### src/rtl/cfg2w_pkg.sv
package cfg2w_pkg;

    typedef enum logic [2:0] {
        ST_IDLE  = 3'd0,
        ST_ADDR  = 3'd1,
        ST_AACK  = 3'd2,
        ST_WBYTE = 3'd3,
        ST_WACK  = 3'd4,
        ST_RBYTE = 3'd5,
        ST_RACK  = 3'd6
    } bus_st_e;

endpackage

### src/rtl/cfg2w_sync.sv
module cfg2w_sync #(
    parameter int   STAGES   = 2,
    parameter logic IDLE_VAL = 1'b1
) (
    input  logic clk,
    input  logic rst_n,
    input  logic line_i,
    output logic lvl_o,
    output logic rise_o,
    output logic fall_o
);

    // chain[STAGES-1] is the synchronized level, chain[STAGES] its history
    logic [STAGES:0] chain_d, chain_q;

    always_comb begin
        chain_d = {chain_q[STAGES-1:0], line_i};
    end

    always_ff @(posedge clk or negedge rst_n) begin
        if (!rst_n) chain_q <= {(STAGES+1){IDLE_VAL}};
        else        chain_q <= chain_d;
    end

    assign lvl_o  = chain_q[STAGES-1];
    assign rise_o =  chain_q[STAGES-1] & ~chain_q[STAGES];
    assign fall_o = ~chain_q[STAGES-1] &  chain_q[STAGES];

endmodule

### src/rtl/cfg2w_regs.sv
module cfg2w_regs #(
    parameter int NUM_LATCH = 3,
    parameter int PTR_W     = 2
) (
    input  logic                         clk,
    input  logic                         rst_n,
    input  logic                         wr_en_i,
    input  logic [PTR_W-1:0]             wr_idx_i,
    input  logic [7:0]                   wr_data_i,
    output logic [NUM_LATCH-1:0][7:0]    bytes_o
);

    logic [NUM_LATCH-1:0][7:0] bytes_d, bytes_q;

    always_comb begin
        bytes_d = bytes_q;
        for (int i = 0; i < NUM_LATCH; i++) begin
            if (wr_en_i && (wr_idx_i == PTR_W'(i))) bytes_d[i] = wr_data_i;
        end
    end

    always_ff @(posedge clk or negedge rst_n) begin
        if (!rst_n) bytes_q <= '0;
        else        bytes_q <= bytes_d;
    end

    assign bytes_o = bytes_q;

endmodule

### src/rtl/cfg2w_engine.sv
module cfg2w_engine
    import cfg2w_pkg::*;
#(
    parameter logic [6:0] DEV_ADDR    = 7'b1100101,
    parameter int         DUMMY_BYTES = 2,
    parameter int         NUM_LATCH   = 3,
    parameter int         PTR_W       = 2,
    parameter int         CNT_W       = 3
) (
    input  logic                      clk,
    input  logic                      rst_n,
    input  logic                      scl_lvl_i,
    input  logic                      scl_rise_i,
    input  logic                      scl_fall_i,
    input  logic                      sda_lvl_i,
    input  logic                      sda_rise_i,
    input  logic                      sda_fall_i,
    input  logic [NUM_LATCH-1:0][7:0] rd_bytes_i,
    output logic                      pull_o,
    output logic                      wr_en_o,
    output logic [PTR_W-1:0]          wr_idx_o,
    output logic [7:0]                wr_data_o,
    output bus_st_e                   st_o
);

    localparam logic [CNT_W-1:0] WIN_LO   = CNT_W'(DUMMY_BYTES);
    localparam logic [CNT_W-1:0] WIN_HI   = CNT_W'(DUMMY_BYTES + NUM_LATCH);
    localparam logic [PTR_W-1:0] PTR_LAST = PTR_W'(NUM_LATCH - 1);

    typedef struct packed {
        bus_st_e          st;
        logic [3:0]       bitcnt;
        logic [7:0]       shift;
        logic             rw;
        logic [CNT_W-1:0] bidx;
        logic [PTR_W-1:0] rptr;
        logic             nack;
        logic             pull;
    } eng_t;

    eng_t             r_d, r_q;
    logic             start_c, stop_c, wr_en_c;
    logic [CNT_W-1:0] idx_off;
    logic [PTR_W-1:0] nxt_ptr;

    always_comb begin
        r_d     = r_q;
        wr_en_c = 1'b0;
        start_c = sda_fall_i & scl_lvl_i;
        stop_c  = sda_rise_i & scl_lvl_i;
        idx_off = r_q.bidx - WIN_LO;
        nxt_ptr = (r_q.rptr == PTR_LAST) ? '0 : r_q.rptr + 1'b1;

        if (start_c) begin
            r_d.st     = ST_ADDR;
            r_d.bitcnt = '0;
            r_d.pull   = 1'b0;
        end else if (stop_c) begin
            r_d.st     = ST_IDLE;
            r_d.bitcnt = '0;
            r_d.pull   = 1'b0;
        end else begin
            case (r_q.st)
                ST_ADDR, ST_WBYTE: begin
                    if (scl_rise_i && (r_q.bitcnt != 4'd8)) begin
                        r_d.shift  = {r_q.shift[6:0], sda_lvl_i};
                        r_d.bitcnt = r_q.bitcnt + 4'd1;
                    end else if (scl_fall_i && (r_q.bitcnt == 4'd8)) begin
                        r_d.bitcnt = '0;
                        if (r_q.st == ST_ADDR) begin
                            if (r_q.shift[7:1] == DEV_ADDR) begin
                                r_d.rw   = r_q.shift[0];
                                r_d.st   = ST_AACK;
                                r_d.pull = 1'b1;
                                r_d.bidx = '0;
                                r_d.rptr = '0;
                            end else begin
                                r_d.st = ST_IDLE;
                            end
                        end else begin
                            wr_en_c = (r_q.bidx >= WIN_LO) && (r_q.bidx < WIN_HI);
                            if (r_q.bidx != WIN_HI) r_d.bidx = r_q.bidx + 1'b1;
                            r_d.st   = ST_WACK;
                            r_d.pull = 1'b1;
                        end
                    end
                end
                ST_AACK: begin
                    if (scl_fall_i) begin
                        r_d.bitcnt = '0;
                        if (r_q.rw) begin
                            r_d.st    = ST_RBYTE;
                            r_d.shift = rd_bytes_i[r_q.rptr];
                            r_d.pull  = ~rd_bytes_i[r_q.rptr][7];
                        end else begin
                            r_d.st   = ST_WBYTE;
                            r_d.pull = 1'b0;
                        end
                    end
                end
                ST_WACK: begin
                    if (scl_fall_i) begin
                        r_d.st   = ST_WBYTE;
                        r_d.pull = 1'b0;
                    end
                end
                ST_RBYTE: begin
                    if (scl_fall_i) begin
                        if (r_q.bitcnt == 4'd7) begin
                            r_d.st     = ST_RACK;
                            r_d.pull   = 1'b0;
                            r_d.bitcnt = '0;
                        end else begin
                            r_d.shift  = {r_q.shift[6:0], 1'b0};
                            r_d.pull   = ~r_q.shift[6];
                            r_d.bitcnt = r_q.bitcnt + 4'd1;
                        end
                    end
                end
                ST_RACK: begin
                    if (scl_rise_i) begin
                        r_d.nack = sda_lvl_i;
                    end else if (scl_fall_i) begin
                        if (r_q.nack) begin
                            r_d.st = ST_IDLE;
                        end else begin
                            r_d.rptr  = nxt_ptr;
                            r_d.shift = rd_bytes_i[nxt_ptr];
                            r_d.pull  = ~rd_bytes_i[nxt_ptr][7];
                            r_d.st    = ST_RBYTE;
                        end
                    end
                end
                default: ;
            endcase
        end
    end

    always_ff @(posedge clk or negedge rst_n) begin
        if (!rst_n) begin
            r_q.st     <= ST_IDLE;
            r_q.bitcnt <= '0;
            r_q.shift  <= '0;
            r_q.rw     <= 1'b0;
            r_q.bidx   <= '0;
            r_q.rptr   <= '0;
            r_q.nack   <= 1'b0;
            r_q.pull   <= 1'b0;
        end else begin
            r_q <= r_d;
        end
    end

    assign pull_o    = r_q.pull;
    assign wr_en_o   = wr_en_c;
    assign wr_idx_o  = idx_off[PTR_W-1:0];
    assign wr_data_o = r_q.shift;
    assign st_o      = r_q.st;

endmodule

### src/rtl/cfg2w_slave.sv
module cfg2w_slave
    import cfg2w_pkg::*;
#(
    parameter logic [6:0] DEV_ADDR    = 7'b1100101,
    parameter int         DUMMY_BYTES = 2,
    parameter int         NUM_LATCH   = 3,
    parameter int         SYNC_STAGES = 2
) (
    input  logic       clk,
    input  logic       rst_n,
    input  logic       scl_i,
    input  logic       sda_i,
    output logic       sda_pull_o,
    output logic       cnt_bypass_o,
    output logic       prog_sel_o,
    output logic [5:0] q_div_o,
    output logic [7:0] p_mul_o,
    output logic [7:0] rsvd_o
);

    localparam int PTR_W = (NUM_LATCH > 1) ? $clog2(NUM_LATCH) : 1;
    localparam int CNT_W = $clog2(DUMMY_BYTES + NUM_LATCH + 1);

    // line 0 = bus clock, line 1 = bus data
    logic [1:0] raw_line, line_lvl, line_rise, line_fall;
    assign raw_line = {sda_i, scl_i};

    generate
        for (genvar g = 0; g < 2; g++) begin : g_sync
            cfg2w_sync #(
                .STAGES   (SYNC_STAGES),
                .IDLE_VAL (1'b1)
            ) u_sync (
                .clk    (clk),
                .rst_n  (rst_n),
                .line_i (raw_line[g]),
                .lvl_o  (line_lvl[g]),
                .rise_o (line_rise[g]),
                .fall_o (line_fall[g])
            );
        end
    endgenerate

    logic                      scl_lvl;
    logic                      wr_en;
    logic [PTR_W-1:0]          wr_idx;
    logic [7:0]                wr_data;
    logic [NUM_LATCH-1:0][7:0] latch_q;
    bus_st_e                   eng_st;

    assign scl_lvl = line_lvl[0];

    cfg2w_engine #(
        .DEV_ADDR    (DEV_ADDR),
        .DUMMY_BYTES (DUMMY_BYTES),
        .NUM_LATCH   (NUM_LATCH),
        .PTR_W       (PTR_W),
        .CNT_W       (CNT_W)
    ) u_engine (
        .clk        (clk),
        .rst_n      (rst_n),
        .scl_lvl_i  (scl_lvl),
        .scl_rise_i (line_rise[0]),
        .scl_fall_i (line_fall[0]),
        .sda_lvl_i  (line_lvl[1]),
        .sda_rise_i (line_rise[1]),
        .sda_fall_i (line_fall[1]),
        .rd_bytes_i (latch_q),
        .pull_o     (sda_pull_o),
        .wr_en_o    (wr_en),
        .wr_idx_o   (wr_idx),
        .wr_data_o  (wr_data),
        .st_o       (eng_st)
    );

    cfg2w_regs #(
        .NUM_LATCH (NUM_LATCH),
        .PTR_W     (PTR_W)
    ) u_regs (
        .clk       (clk),
        .rst_n     (rst_n),
        .wr_en_i   (wr_en),
        .wr_idx_i  (wr_idx),
        .wr_data_i (wr_data),
        .bytes_o   (latch_q)
    );

    assign cnt_bypass_o = latch_q[0][7];
    assign prog_sel_o   = latch_q[0][6];
    assign q_div_o      = latch_q[0][5:0];
    assign p_mul_o      = latch_q[1];
    assign rsvd_o       = latch_q[2];

endmodule

### config.mk
export PLATFORM = sky130hd
export DESIGN_NAME = cfg2w_slave
export DESIGN_NICKNAME = d
export VERILOG_FILES = /design/src/rtl/cfg2w_pkg.sv /design/src/rtl/cfg2w_sync.sv /design/src/rtl/cfg2w_regs.sv /design/src/rtl/cfg2w_engine.sv /design/src/rtl/cfg2w_slave.sv
export SDC_FILE = /design/constraint.sdc
export NUM_CORES = 1
export LEC_CHECK = 0
export CAP_MARGIN = 20
export CORE_ASPECT_RATIO = 0.75
export CORE_MARGIN = 4
export CORE_UTILIZATION = 52
export DETAILED_ROUTE_END_ITERATION = 16
export MAX_ROUTING_LAYER = met4
export PLACE_DENSITY = 0.83
export SYNTH_ARGS = -nofsm -noshare
export SYNTH_HDL_FRONTEND = slang
export SYNTH_SLANG_ARGS = --single-unit
### constraint.sdc
create_clock -name clk -period 2 [get_ports clk]
set_input_delay 0.6 -clock clk [delete_from_list [all_inputs] [get_ports clk]]
set_output_delay 0.6 -clock clk [all_outputs]
set_load 0.01 [all_outputs]
==> impl_metrics.ini <==
[critical_path]
crit_fanout = 8
crit_path_end_kind = flop
ff2ff_setup_slack_ns = 0.07
r2r_start = g_sync[0].u_sync.chain_q[2]
worstSetupStartpoint = g_sync[0].u_sync.chain_q[2]
crit_required_ns = 2.20
crit_arrival_ns = 2.13
critical_path_class = flop to flop
start_kind = flop

[timing]
period_minus_slack_ns = 1.93
maxSlewHeadroom_pct = 62.9
fin_skew_ns = 0.00517
tightest_slew_ns = 0.557
finalHoldViolCount = 0
fmax_mhz = 517
period_share_pct = 96.7
slew_violations = 0
rsz0062_at_grt = yes
setup_viol = 0

[global_routing]
grt_remaining_overflow = 0
grt_antenna_before_repair = 0
grt_max_degree = 54
grt_pass1_vias = 2572
grt_use_total_pct = 23.4
grt_pass1_wl_mm = 13.2

[synthesis]
synth-seq-cells = 53
synth_edf_count = 0
yosysMostFrequentCell = dfrtp_1
synthTopCellsByCount = 47 x dfrtp_1, 27 x mux2_2, 22 x nor2_1, 21 x nand2_1, 13 x nand3_1
avgSynthCellArea_um2 = 10.3
yosys.area_share.simple_pct = 19.3
synthAdderAreaFrac_pct = 2.40
synthFlopType = dfrtp_1
synth.area.mux_share_pct = 14.9
synth_top_area_share_pct = 37.6
synth_async_sr_flop_share_pct = 100
syn-num-nets = 314
synth-xor-area-share_pct = 0.841
syn_area_um2 = 3120
yosysUniqueCellTypes = 59
ys.warnings.count = 0
synth_compound_area_share_pct = 15.7
synth.area.top_cells = dfrtp_1 38%, mux2_2 9.7%, dfstp_2 5.0%, mux2_1 2.9%, nor2_1 2.6%
synth_area_leader_cell = dfrtp_1
synth_top_family_by_area = simple AND/OR/NAND/NOR gates
seq_area_frac_synth_pct = 42.7
syn_inst = 304

[cells_and_area]
nFillCells = 470
regArea_um2 = 1340
fin_nets = 363
synthToLayoutAreaGrowth_pct = 20.5
diodes = 0
fin_cells = 432
multi_input_area_um2 = 1680
drive_gt1_share_pct = 24.9
fin_util_pct = 64.6

[routing]
avgViaCountPerCell = 6.18
dr.pass1.iters = 5
drt-initial-drc-count = 251
via_count = 2670
drt_wl_total_mm = 8.05
avgRoutedWirePerCell_um = 18.6
route.detailed.drc = 0
antenna_left = 0

[die]
start_util_pct = 53.6
chipWidth_um = 97.5
io_pins = 29
fp.dieArea_um2 = 7330
die_h_um = 75.1
row_count = 24
core_region_area_um2 = 5830

[pwr]
cellLeakagePower_nw = 1.71
p_per_area_nw_per_um2 = 612
irDropWorstVdd_uv = 388

[clock_tree]
ctsHoldBuffers = 0
h-tree-depth = 2
insertion_delay_ns = 0.32
clockBufferDepth = 2
cts_root_buffer = clkbuf_8
cts_tree = built
cts_sinks = 53
path_clk_slew_ns = 0.09
cts_buffers = 5

[place]
dp.cells = 422
port_buffers = 28
finalWeightedCongestion = 1.06
place_hpwl_mm = 5.64

[job]
cap_violations = 0

[worst_hold_path]
hp-class = input pin to async pin

[run_status]
status = complete, no violations
kinds of logic after synthesis:
group | after synthesis
DFF | 53
AOI/OAI and AO/OA | 70
and+or+nand+nor | 104
adders and majority gates | 6
muxes | 42
buffers and inverters | 26
xor gates and xnor gates | 3
routing by layer:
metal	vias to the layer above	global-route usage (%)	share of wire, %
met5	-	-	0
li1	1221	-	-
met1	1319	34.6	48
met4	0	6.45	1.2
met3	12	3.52	6.6
met2	118	33.4	44
final cells by class:
cell class                 count  share of cell area (%)
inverter                      10                   0.997
clock buffer                   6                    1.93
clock inverter                 2                   0.366
sequential                    53                    35.5
tap                           78                    2.59
timing repair buffer          58                    14.0
multi-input combinational    225                    44.6
report_power, final:
part	internal, mW	leakage [nW]	total [mW]	switching [mW]
Combinational	0.185	0.956	0.383	0.198
Sequential	1.16	0.704	1.31	0.145
Clock	0.250	0.0456	0.612	0.362
Total	1.60	1.71	2.30	0.705
worst paths after layout:
check | cells after the start | endpoint
min in group clk | 0 | g_sync[0].u_sync.chain_q[1]
min | 2 | u_engine.r_q[18]
min reg2reg | 0 | g_sync[0].u_sync.chain_q[1]
max | 6 | u_engine.wr_data_o[6]
max in group asynchronous | 2 | g_sync[1].u_sync.chain_q[2]
max reg2reg | 6 | u_engine.wr_data_o[6]
worst max-delay path: stages, from the launching register on:
cell	delay [ns]
dfstp_2	0.57
nor2b_4	0.23
a221o_1	0.17
nand2_1	0.07
a211o_1	0.29
buf_12	0.15
mux2_1	0.33
cell usage in the layout (no fill, tap or decap), drive strengths merged, types with 3 or more instances in the layout:
cell | synthesis | final
a21oi | 11 | 11
a221oi | 3 | 3
a31oi | 11 | 11
and2 | 3 | 3
and3 | 9 | 9
buf | 13 | 30
clkbuf | 3 | 7
clkdlybuf4s50 | 0 | 27
dfrtp | 47 | 47
dfstp | 6 | 6
ha | 6 | 6
inv | 10 | 11
mux2 | 35 | 35
mux2i | 7 | 7
nand2 | 25 | 25
nand2b | 7 | 7
nand3 | 13 | 13
nand3b | 4 | 4
nor2 | 22 | 22
nor2b | 5 | 5
o21a | 4 | 4
o21ai | 9 | 9
o22ai | 6 | 6
o31ai | 4 | 4
what timing repair did:
action / CTS / global route
endpoints found under the setup margin: 19 / 33
resized for setup: 1 / 6
gates cloned: 0 / 0
buffers inserted: 0 / 2
pin swaps: 0 / 2
sequential cells by signal (all words and copies together) (netlist names):
| register | cells |
|---|---|
| u_regs.bytes_o | 24 |
| u_engine.r_q | 11 |
| g_sync.u_sync.chain_q | 6 |
| u_engine.wr_data_o | 8 |
| u_engine.st_o | 3 |
| u_engine.pull_o | 1 |
metrics by stage:
stage / total power [mW] / instance area (um^2) / worst slack (ns) / hold WS [ns] / setup TNS, ns
after floorplan: 1.49 / 3120 / 0.0967 / 0.304 / 0
final: 2.30 / 3760 / 0.0656 / 0.269 / 0
after global routing: 2.42 / 3760 / -0.0222 / 0.287 / -0.0222
after global placement: 1.66 / 3640 / 0.0151 / 0.347 / 0
after CTS: 2.30 / 3730 / 0.0213 / 0.281 / 0
after detailed placement: 1.69 / 3640 / 0.00990 / 0.347 / 0
Power figures use the tool's default switching activity.
